## src/rtl/dbi_pkg.sv

```systemverilog
package dbi_pkg;
    localparam int LANE_W     = 8;
    localparam int CNT_W      = $clog2(LANE_W + 1);
    // a byte with this many ones or more gets complemented
    localparam int INV_THRESH = LANE_W / 2 + 1;

    function automatic logic [CNT_W-1:0] ones_of(input logic [LANE_W-1:0] b);
        logic [CNT_W-1:0] n;
        n = '0;
        for (int i = 0; i < LANE_W; i++) begin
            n = n + CNT_W'(b[i]);
        end
        return n;
    endfunction
endpackage

```

## src/rtl/dbi_lane_enc.sv

```systemverilog
module dbi_lane_enc
    import dbi_pkg::*;
(
    input  logic              is_write,
    input  logic              inv_rd_en,
    input  logic              inv_wr_en,
    input  logic [LANE_W-1:0] data,
    input  logic              mask_req,
    output logic [LANE_W-1:0] dq,
    output logic              dmi
);
    logic inv_on;
    logic masked;
    logic heavy;

    always_comb begin
        inv_on = is_write ? inv_wr_en : inv_rd_en;
        masked = is_write & mask_req;
        heavy  = ones_of(data) >= CNT_W'(INV_THRESH);
        dq     = data;
        dmi    = 1'b0;
        if (masked) begin
            if (inv_wr_en) begin
                dq  = '1;
                dmi = 1'b0;
            end else begin
                dmi = 1'b1;
            end
        end else if (inv_on && heavy) begin
            dq  = ~data;
            dmi = 1'b1;
        end
    end
endmodule

```

## src/rtl/dbi_lane_dec.sv

```systemverilog
module dbi_lane_dec
    import dbi_pkg::*;
(
    input  logic              is_write,
    input  logic              inv_rd_en,
    input  logic              inv_wr_en,
    input  logic [LANE_W-1:0] dq,
    input  logic              dmi,
    output logic [LANE_W-1:0] data,
    output logic              mask
);
    logic heavy;

    always_comb begin
        heavy = ones_of(dq) >= CNT_W'(INV_THRESH);
        data  = dq;
        mask  = 1'b0;
        if (!is_write) begin
            if (inv_rd_en && dmi) begin
                data = ~dq;
            end
        end else if (!inv_wr_en) begin
            mask = dmi;
        end else if (dmi) begin
            data = ~dq;
        end else if (heavy) begin
            mask = 1'b1;
        end
    end
endmodule

```

## src/rtl/dbi_codec.sv

```systemverilog
module dbi_codec
    import dbi_pkg::*;
#(
    parameter int LANES   = 4,
    parameter int OUT_REG = 1
) (
    input  logic                    clk,
    input  logic                    rst_n,
    input  logic                    inv_rd_en,
    input  logic                    inv_wr_en,
    input  logic                    tx_write,
    input  logic [LANES*LANE_W-1:0] tx_data,
    input  logic [LANES-1:0]        tx_mask,
    output logic [LANES*LANE_W-1:0] tx_bus_dq,
    output logic [LANES-1:0]        tx_bus_dmi,
    input  logic                    rx_write,
    input  logic [LANES*LANE_W-1:0] rx_bus_dq,
    input  logic [LANES-1:0]        rx_bus_dmi,
    output logic [LANES*LANE_W-1:0] rx_data,
    output logic [LANES-1:0]        rx_mask
);
    localparam int BUS_W = LANES * LANE_W;

    logic [BUS_W-1:0] enc_dq;
    logic [LANES-1:0] enc_dmi;

    for (genvar k = 0; k < LANES; k++) begin : g_lane
        dbi_lane_enc u_enc (
            .is_write (tx_write),
            .inv_rd_en(inv_rd_en),
            .inv_wr_en(inv_wr_en),
            .data     (tx_data[k*LANE_W +: LANE_W]),
            .mask_req (tx_mask[k]),
            .dq       (enc_dq[k*LANE_W +: LANE_W]),
            .dmi      (enc_dmi[k])
        );
        dbi_lane_dec u_dec (
            .is_write (rx_write),
            .inv_rd_en(inv_rd_en),
            .inv_wr_en(inv_wr_en),
            .dq       (rx_bus_dq[k*LANE_W +: LANE_W]),
            .dmi      (rx_bus_dmi[k]),
            .data     (rx_data[k*LANE_W +: LANE_W]),
            .mask     (rx_mask[k])
        );
    end

    if (OUT_REG != 0) begin : g_out_reg
        always_ff @(posedge clk or negedge rst_n) begin
            if (!rst_n) begin
                tx_bus_dq  <= '0;
                tx_bus_dmi <= '0;
            end else begin
                tx_bus_dq  <= enc_dq;
                tx_bus_dmi <= enc_dmi;
            end
        end
    end else begin : g_out_comb
        assign tx_bus_dq  = enc_dq;
        assign tx_bus_dmi = enc_dmi;
    end
endmodule

```

## config.mk

```make
export PLATFORM = sky130hd
export DESIGN_NAME = dbi_codec
export DESIGN_NICKNAME = d
export VERILOG_FILES = /design/src/rtl/dbi_pkg.sv /design/src/rtl/dbi_lane_enc.sv /design/src/rtl/dbi_lane_dec.sv /design/src/rtl/dbi_codec.sv
export SDC_FILE = /design/constraint.sdc
export NUM_CORES = 1
export LEC_CHECK = 0
export CELL_PAD_IN_SITES_DETAIL_PLACEMENT = 1
export CELL_PAD_IN_SITES_GLOBAL_PLACEMENT = 2
export CORE_MARGIN = 2
export CORE_UTILIZATION = 23
export DETAILED_ROUTE_END_ITERATION = 12
export GPL_ROUTABILITY_DRIVEN = 0
export GPL_TIMING_DRIVEN = 0
export PLACE_DENSITY_LB_ADDON = 0.05
export SYNTH_ARGS = -nofsm -noshare
export SYNTH_HDL_FRONTEND = slang
export SYNTH_SLANG_ARGS = --single-unit
```

## constraint.sdc

```tcl
create_clock -name clk -period 4.45 [get_ports clk]
set_clock_uncertainty 0.2 [all_clocks]
set_input_delay 0.89 -clock clk [delete_from_list [all_inputs] [get_ports clk]]
set_output_delay 0.89 -clock clk [all_outputs]
set_load 0.02 [all_outputs]
```

==> impl_metrics.yaml, run 1 <==
run_status:
  status: "finished, violations left"
  violations: "negative setup slack"
pwr:
  switchingPower_w: 0.000633
  pwr-share-comb_pct: 56.1
  clkPwrFrac_pct: 21.1
  power.density_mw_per_mm2: 313
  power_w: 0.00175
  p_seq_share_pct: 22.8
  ir_drop_mv: 0.116
  intPower_w: 0.00112
  p_sw_share_pct: 36.1
  p_leak_nw: 2.55
route:
  routed.top_layer: "met4"
  dr.pass1.iters: 4
  drc: 0
  drt_wl_total_mm: 9.33
  vias_per_cell: 4.14
  dr_wl_met2_mm: 4.57
  ant_nets: 0
  wl_met1_mm: 3.89
  num_vias: 2918
  drt_first_iter_violations: 51
  wl_met3_um: 754
  post_drt_wl_per_cell_um: 13.2
floorplanning:
  die-area_mm2: 0.0164
  die_w_um: 128
  core_mm2: 0.0151
  fp.dieH_um: 128
  initial_core_util_pct: 23.4
  pin_count: 150
  num_rows: 45
clock_tree:
  cts_num_sinks: 36
  cts_tree: "yes"
  cts_root_buf: "clkbuf_16"
  htreeDepth: 2
  path_clk_slew_ns: 0.06
  numCtsBuffers: 5
  clockBufferDepth: 2
global_routing:
  overflow: 0
  grt_max_degree: 37
  grt_pass1_wl_mm: 15.5
  grt_util_all_layers_pct: 11.8
  antenna_found_initial: 1
  grt_pass1_vias: 3229
final_layout:
  design_area_mm2: 0.00561
  seq_area_um2: 901
  multi_input_area_mm2: 0.00232
  final_cell_count_no_fill: 705
  nFillCells: 1726
  final_nets: 650
  fin_util_pct: 37.0
  drive_above_1_share_pct: 15.7
  area_delta_synth_final_pct: 58.3
sta:
  finalSetupViolations: 4
  finalCriticalPeriod_ns: 4.82
  relSlewSlack_pct: 42.6
  timing.fmax_mhz: 207
  maxSlewViolCount: 0
  grt_setup_unrepaired: "yes"
  finalHoldViolCount: 0
  setup_ws_ns: -0.370
  worst_pin_slew_ns: 0.860
  timing.final.crit_share_pct: 108
synthesis:
  synth_ff_type: "dfrtp_1"
  yosysMostFrequentCell: "inv_1"
  synth_area_leaders: "dfrtp_1, fa_1, inv_1, xnor2_1, ha_1"
  synth_top_area_share_pct: 25.4
  async_reset_ff_share_pct: 100
  postSynthCellCount: 354
  synth_warnings: 0
  synth_edf_count: 0
  synthDistinctLibCells: 34
  yosysSeqAreaShare_pct: 25.4
  avgSynthCellArea_um2: 10.0
  synth_area_mm2: 0.00354
  synth_seq_cells: 36
  ys_top_cells_by_count: "inv_1, dfrtp_1, xnor2_1"
  synth_top_area_cell: "dfrtp_1"
  synth_fp_nets: 488
placed_design:
  post-dp-hpwl_mm: 7.82
  placed_cell_area_mm2: 0.00529
  post-place-cells: 691
  io_buffer_count: 149
  place_ws_ns: -1.42
critical_path:
  cp.required_ns: 3.36
  critPathKind: "in2out"
  crit_fanout: 2
  end_kind: "primary output"
  cp.arrival_ns: 3.73
  worst_setup_path_start_kind: "input port"
worst_hold_path:
  min_path_type: "in2async"
run:
  maxCapViolCount: 0
[worst max path at each step]
stage                  start         end  slack, ns  depth (start not counted)
2_1_floorplan  rx_bus_dq[24]  rx_mask[3]      -0.18                         13
3_3_place_gp   rx_bus_dq[24]  rx_mask[3]      -1.37                         15
3_5_place_dp    rx_bus_dq[0]  rx_mask[0]      -1.42                         15
4_1_cts        rx_bus_dq[24]  rx_mask[3]      -0.47                         14
5_1_grt        rx_bus_dq[24]  rx_mask[3]      -0.51                         14
6_report       rx_bus_dq[24]  rx_mask[3]      -0.37                         14
[layer usage]
layer  vias up  GRT usage (%)
li1       1424              -
met1      1390           13.5
met3         6           3.92
met5         -              0
met2        98           21.0
met4         0           3.30
[worst max-delay path: stages]
cell	delay [ns]
buf_8	0.10
ha_4	0.25
inv_2	0.03
fa_1	0.47
fa_1	0.51
inv_2	0.04
fa_2	0.34
inv_2	0.07
fa_1	0.37
nor2b_1	0.14
o22ai_1	0.13
nand3b_1	0.11
a21boi_2	0.15
buf_6	0.14
[sequential cells by signal, summed over array words and instances (netlist names)]
signal / count
tx_bus_dmi: 4
tx_bus_dq: 32
[cells by family after synthesis]
| kind of cell | count (synthesis) | share of synthesized area (%) |
|---|---|---|
| compound gates | 53 | 10.6 |
| simple gates | 50 | 9.40 |
| mux | 21 | 6.08 |
| xor+xnor | 40 | 9.89 |
| flops | 36 | 25.4 |
| buf+inv | 98 | 12.1 |
| fa+ha+maj | 56 | 26.6 |
[placed cells by master (no fill, tap or decap), types with 3 or more instances in the layout]
master | Yosys | routed
xnor2_1 | 36 | 35
nor3b_2 | 0 | 3
ha_4 | 0 | 4
inv_2 | 0 | 12
and2_4 | 3 | 3
a21o_1 | 8 | 8
o22ai_2 | 3 | 3
a22oi_2 | 0 | 3
clkdlybuf4s50_1 | 0 | 124
buf_4 | 5 | 11
dlymetal6s2s_1 | 0 | 4
nand2b_1 | 4 | 4
o21a_1 | 4 | 4
buf_1 | 4 | 4
dfrtp_1 | 36 | 36
nor2b_1 | 8 | 8
a211oi_1 | 12 | 12
xor2_1 | 4 | 4
mux2i_1 | 20 | 19
inv_1 | 85 | 73
a21oi_1 | 16 | 16
clkbuf_16 | 0 | 5
fa_2 | 0 | 4
and3_1 | 4 | 4
nor2_1 | 20 | 20
o21ai_2 | 3 | 3
dlygate4sd2_1 | 0 | 8
fa_1 | 32 | 28
ha_1 | 24 | 20
buf_6 | 1 | 7
nand2_8 | 4 | 4
buf_8 | 3 | 9
[timing repair]
| item | 4_1_cts | 5_1_grt |
|---|---|---|
| resized for setup | 101 | 11 |
| setup buffers | 7 | 3 |
| endpoints found under the setup margin | 12 | 19 |
| hold buffers | 0 | 0 |
| pin swaps | 34 | 20 |
[power by group through the flow]
stage / Combinational (W) / Sequential [W] / Clock [W]
after CTS: 0.000990 / 0.000401 / 0.000389
after floorplan: 0.000485 / 0.000481 / 0
after detailed placement: 0.000951 / 0.000407 / 0
after global routing: 0.00110 / 0.000406 / 0.000399
final: 0.000985 / 0.000400 / 0.000370
after global placement: 0.000940 / 0.000405 / 0
[cell type report]
cell class	count	share of cell area [%]
Antenna cell	1	0.0446
Buffer	9	1.41
Clock buffer	7	2.72
Inverter	85	5.69
Multi-Input combinational cell	220	41.4
Sequential cell	36	16.1
Tap cell	188	4.20
Timing Repair Buffer	159	28.5
[stage by stage]
step / setup TNS [ns] / hold WS (ns)
6_report: -1.38 / 0.523
5_1_grt: -1.85 / 0.608
4_1_cts: -1.76 / 0.568
3_5_place_dp: -13.18 / 0.873
3_3_place_gp: -12.17 / 1.33
2_1_floorplan: -0.651 / 0.394
Note: power is estimated with default switching activity, not from simulation.
==> run 2: changes to the inputs <==
--- a/config.mk
+++ b/config.mk
@@ -13,6 +13,8 @@
 export GPL_ROUTABILITY_DRIVEN = 0
 export GPL_TIMING_DRIVEN = 0
 export PLACE_DENSITY_LB_ADDON = 0.05
+export REMOVE_ABC_BUFFERS = 1
+export SLEW_MARGIN = 40
 export SYNTH_ARGS = -nofsm -noshare
 export SYNTH_HDL_FRONTEND = slang
 export SYNTH_SLANG_ARGS = --single-unit
==> run 2 against run 1 <==
The run still ends with negative setup slack left. Power increased by 0.21%. Utilization about the same. Setup slack improved by 0.017 ns. Non-clock buffer count decreased by 4. Count of clock-buffer cells in the layout increased by 1. Combinational power about the same. Clock power decreased by 4%. Hold slack got worse by 0.14 ns. Flip-flop and latch count unchanged. First-iteration DRC count decreased by 33%. Die area unchanged. Sequential share of layout area about the same. Largest power group unchanged.
==> impl_metrics.yaml, run 2 (same netlist as run 1, synthesis figures left out) <==
route:
  dr.pass1.iters: 3
  dr_wl_met2_mm: 4.73
  wl_met1_mm: 3.96
  post_drt_wl_per_cell_um: 13.4
  routed.top_layer: "met4"
  drt_first_iter_violations: 34
  drc: 0
  vias_per_cell: 4.14
  ant_nets: 0
  drt_wl_total_mm: 9.40
  wl_met3_um: 594
  num_vias: 2917
sta:
  finalCriticalPeriod_ns: 4.80
  timing.fmax_mhz: 208
  worst_pin_slew_ns: 0.535
  setup_ws_ns: -0.353
  grt_setup_unrepaired: "yes"
  finalHoldViolCount: 0
  maxSlewViolCount: 0
  timing.final.crit_share_pct: 108
  finalSetupViolations: 4
  finalSetupTns_ns: -1.27
  relSlewSlack_pct: 64.2
pwr:
  p_sw_share_pct: 36.3
  intPower_w: 0.00112
  p_seq_share_pct: 22.7
  p_leak_nw: 2.55
  power.density_mw_per_mm2: 314
  clkPwrFrac_pct: 20.3
  ir_drop_mv: 0.117
  switchingPower_w: 0.000639
  pwr-share-comb_pct: 57.0
critical_path:
  crit_fanout: 2
  cp.required_ns: 3.36
  end_kind: "primary output"
  critPathKind: "in2out"
  worst_setup_path_start_kind: "input port"
  cp.arrival_ns: 3.71
clock_tree:
  htreeDepth: 2
  cts_tree: "yes"
  path_clk_slew_ns: 0.05
  clockBufferDepth: 2
  cts_num_sinks: 36
  cts_hold_buf: 0
  cts_root_buf: "clkbuf_16"
  numCtsBuffers: 5
floorplanning:
  pin_count: 150
  die_w_um: 128
  fp.dieH_um: 128
  initial_core_util_pct: 23.4
  core_mm2: 0.0151
  num_rows: 45
  die-area_mm2: 0.0164
final_layout:
  reg_top3: "tx_bus_dq: 32 flops, tx_bus_dmi: 4 flops"
  area_delta_synth_final_pct: 58.2
  top_register: "tx_bus_dq"
  drive_above_1_share_pct: 15.7
  final_cell_mix: "clkdlybuf4s50_1, inv_1, xnor2_1, dfrtp_1, fa_1"
  final_nets: 649
  largest_reg_flops: 32
  diodes: 0
  nFillCells: 1681
  layout.cells.most_common: "clkdlybuf4s50_1"
  design_area_mm2: 0.00560
global_routing:
  grt_util_all_layers_pct: 11.7
  antenna_found_initial: 0
  grt_max_degree: 37
  overflow: 0
  grt_pass1_wl_mm: 15.4
  grt_pass1_vias: 3233
placed_design:
  post-dp-hpwl_mm: 7.90
  place_ws_ns: -1.47
  placed_cell_area_mm2: 0.00516
  io_buffer_count: 149
run_status:
  violations: "negative setup slack"
  status: "finished, violations left"
worst_hold_path:
  min_path_type: "in2async"
run:
  maxCapViolCount: 0
## run 2: changes by cell type in the layout (fill, tap and decap cells not counted), sizes merged
cell	before	now
buf	32	28
diode	1	0
clkbuf	7	8
and2	3	6
## run 2: repair_timing
item                                    4_1_cts  5_1_grt
resized for setup                           110       13
buffers inserted                              7        8
pin swaps                                    34       29
cloned                                        2        1
endpoints found under the hold margin         0        0
endpoints found under the setup margin       20       38
## run 2: power groups by stage
| stage | Combinational (W) | Clock [W] | Sequential (W) |
|---|---|---|---|
| floorplan | 0.000452 | 0 | 0.000481 |
| global placement | 0.000904 | 0 | 0.000407 |
| detailed placement | 0.000920 | 0 | 0.000408 |
| CTS | 0.000964 | 0.000372 | 0.000401 |
| global route | 0.00111 | 0.000385 | 0.000406 |
| finish | 0.00100 | 0.000357 | 0.000400 |
## run 2: worst paths after layout
kind / startpoint / end / slack [ns] / depth (start not counted)
setup / recovery: rx_bus_dq[24] / rx_mask[3] / -0.35 / 14
hold / removal: rst_n / tx_bus_dq[21]$_DFF_PN0_ / 0.38 / 1
max in group asynchronous: rst_n / tx_bus_dq[3]$_DFF_PN0_ / 3.33 / 1
min in group clk: tx_data[8] / tx_bus_dq[8]$_DFF_PN0_ / 0.68 / 2
## run 2: critical path, stage by stage
cell	delay, ns
buf_8	0.10
ha_4	0.25
inv_2	0.03
fa_1	0.45
fa_1	0.51
inv_2	0.04
fa_2	0.34
inv_2	0.07
fa_1	0.38
nor2b_4	0.14
o22ai_2	0.11
nand3b_1	0.09
a21boi_1	0.15
buf_4	0.16
## run 2: final cells by class
cell class                      instances  area [µm²]  area share, %
Multi-Input combinational cell        223        2350           41.9
Sequential cell                        36         901           16.1
Inverter                               85         319           5.69
Timing Repair Buffer                  164        1660           29.5
Tap cell                              188         235           4.20
Clock buffer                            8         146           2.61
## run 2: through the flow
stage	utilization [%]	instances	hold slack, ns	total power [W]
finish	37.0	704	0.380	0.00176
global route	37.0	704	0.421	0.00190
CTS	36.1	695	0.396	0.00174
detailed placement	34.1	678	0.696	0.00133
global placement	34.1	678	1.33	0.00131
floorplan	-	341	0.394	0.000932
## run 2: layer usage
| metal | GRT usage [%] | vias up |
|---|---|---|
| li1 | - | 1421 |
| met1 | 14.2 | 1398 |
| met2 | 20.7 | 91 |
| met3 | 2.55 | 7 |
| met4 | 3.30 | 0 |
| met5 | 0 | - |
==> run 3: changes to the inputs <==
--- a/config.mk
+++ b/config.mk
@@ -5,13 +5,10 @@
 export SDC_FILE = /design/constraint.sdc
 export NUM_CORES = 1
 export LEC_CHECK = 0
-export CELL_PAD_IN_SITES_DETAIL_PLACEMENT = 1
-export CELL_PAD_IN_SITES_GLOBAL_PLACEMENT = 2
 export CORE_MARGIN = 2
-export CORE_UTILIZATION = 23
+export CORE_UTILIZATION = 25
 export DETAILED_ROUTE_END_ITERATION = 12
 export GPL_ROUTABILITY_DRIVEN = 0
-export GPL_TIMING_DRIVEN = 0
 export PLACE_DENSITY_LB_ADDON = 0.05
 export REMOVE_ABC_BUFFERS = 1
 export SLEW_MARGIN = 40
==> run 3 against run 2 <==
The run still ends with negative setup slack left. Critical path depth unchanged. Clock power decreased by 9.5%. Combinational power about the same. Count of clock-buffer cells in the layout decreased by 3. Power decreased by 2.8%. First-iteration DRC count increased by 120%. Non-clock buffer count increased by 21. Wire length decreased by 5.3%. Utilization increased by 4.0 points. Cell count increased by 1.1%. Largest power group unchanged.
==> impl_metrics.yaml, run 3 (same netlist as run 1, synthesis figures left out) <==
run_status:
  status: "finished, violations left"
  violations: "negative setup slack"
final_layout:
  diodes: 0
  final_cell_count_no_fill: 712
  design_area_mm2: 0.00569
  drive_above_1_share_pct: 18.8
  fin_util_pct: 41.0
  largest_reg_flops: 32
  reg_top3: "tx_bus_dq: 32 flops, tx_bus_dmi: 4 flops"
  area_delta_synth_final_pct: 60.7
  final_nets: 668
  top_register: "tx_bus_dq"
  layout.cells.most_common: "clkdlybuf4s50_1"
  final_cell_mix: "clkdlybuf4s50_1, inv_1, buf_4, dfrtp_1, xnor2_1"
clock_tree:
  clockBufferDepth: 2
  htreeDepth: 2
  cts_tree: "yes"
  cts_root_buf: "clkbuf_16"
  cts_num_sinks: 36
  numCtsBuffers: 5
  path_clk_slew_ns: 0.06
pwr:
  ir_drop_mv: 0.115
  p_leak_nw: 2.61
  switchingPower_w: 0.000617
  pwr-share-comb_pct: 57.7
  p_sw_share_pct: 36.1
  power.density_mw_per_mm2: 300
  p_seq_share_pct: 23.4
  clkPwrFrac_pct: 18.9
  intPower_w: 0.00109
route:
  post_drt_wl_per_cell_um: 12.5
  dr.pass1.iters: 4
  drt_first_iter_violations: 75
  vias_per_cell: 4.09
  num_vias: 2915
  drt_wl_total_mm: 8.90
  drc: 0
  ant_nets: 0
floorplanning:
  die_w_um: 123
  num_rows: 43
  pin_count: 150
  core_mm2: 0.0139
  initial_core_util_pct: 25.5
  die-area_mm2: 0.0151
  fp.dieH_um: 123
sta:
  finalCriticalPeriod_ns: 4.78
  relSlewSlack_pct: 68.3
  setup_ws_ns: -0.329
  finalSetupViolations: 4
  finalHoldViolCount: 0
  timing.fmax_mhz: 209
  timing.final.crit_share_pct: 107
  worst_pin_slew_ns: 0.475
  grt_setup_unrepaired: "yes"
  maxSlewViolCount: 0
critical_path:
  worst_setup_path_start_kind: "input port"
  end_kind: "primary output"
  cp.arrival_ns: 3.69
  critPathKind: "in2out"
  crit_fanout: 2
  cp.required_ns: 3.36
placed_design:
  post-place-cells: 704
  post-dp-hpwl_mm: 7.37
  io_buffer_count: 149
  placed_cell_area_mm2: 0.00542
global_routing:
  grt_max_degree: 37
  grt_pass1_wl_mm: 14.4
  grt_util_all_layers_pct: 12.0
  grt_pass1_vias: 3092
  overflow: 0
  antenna_found_initial: 1
worst_hold_path:
  min_path_type: "in2async"
run:
  maxCapViolCount: 0
-- run 3: repair_timing --
action,4_1_cts,5_1_grt
gates resized for setup,107,11
buffers inserted,0,2
pin swaps,32,29
hold buffers,0,0
endpoints found under the setup margin,4,9
cloned,0,1
-- run 3: worst max-delay path by stage --
stage | start | endpoint | slack (ns) | depth (start not counted)
3_3_place_gp | rx_bus_dq[25] | rx_mask[3] | -1.31 | 14
3_5_place_dp | rx_bus_dq[25] | rx_mask[3] | -1.35 | 14
2_1_floorplan | rx_bus_dq[24] | rx_mask[3] | -0.44 | 12
6_report | rx_bus_dq[24] | rx_mask[3] | -0.33 | 14
5_1_grt | rx_bus_dq[9] | rx_mask[1] | -0.47 | 14
4_1_cts | rx_bus_dq[24] | rx_mask[3] | -0.47 | 14
-- run 3: power by group through the flow --
stage                     registers (W)  clock network (W)  logic (W)
after detailed placement       0.000406                  0   0.000960
after floorplan                0.000481                  0   0.000452
after global placement         0.000405                  0   0.000943
after CTS                      0.000400           0.000336   0.000986
final                          0.000399           0.000323   0.000987
after global routing           0.000405           0.000346    0.00110
-- run 3: metrics by stage --
stage	worst slack [ns]	power [W]	hold WS, ns	TNS, ns
CTS	-0.469	0.00172	0.388	-1.71
finish	-0.329	0.00171	0.368	-1.28
floorplan	-0.445	0.000932	0.394	-0.965
detailed placement	-1.35	0.00137	0.691	-8.19
global placement	-1.31	0.00135	0.846	-7.03
global route	-0.474	0.00185	0.411	-1.84
-- run 3: layout make-up --
class                   instances  area (µm²)
flip-flops and latches         36         901
clock buffers                   5         125
inverters                      85         319
well taps                     180         225
repair buffers                185        1800
multi-input cells             221        2320
fillers                      1428        8190
-- run 3: routing by layer --
metal	track usage [%]	wire length [µm]	vias up
met5	0	16	-
met4	3.20	101	2
met3	4.24	848	7
met2	20.1	4190	99
met1	14.7	3740	1350
li1	-	-	1457
-- run 3: critical path: stages --
cell and delay [ns]:
buf_6 0.10, ha_4 0.25, inv_2 0.03, fa_1 0.45, fa_1 0.50, inv_2 0.04, fa_2 0.34, inv_2 0.06
fa_1 0.40, nor2b_4 0.14, o22ai_2 0.11, nand3b_1 0.10, a21boi_2 0.14, buf_6 0.13
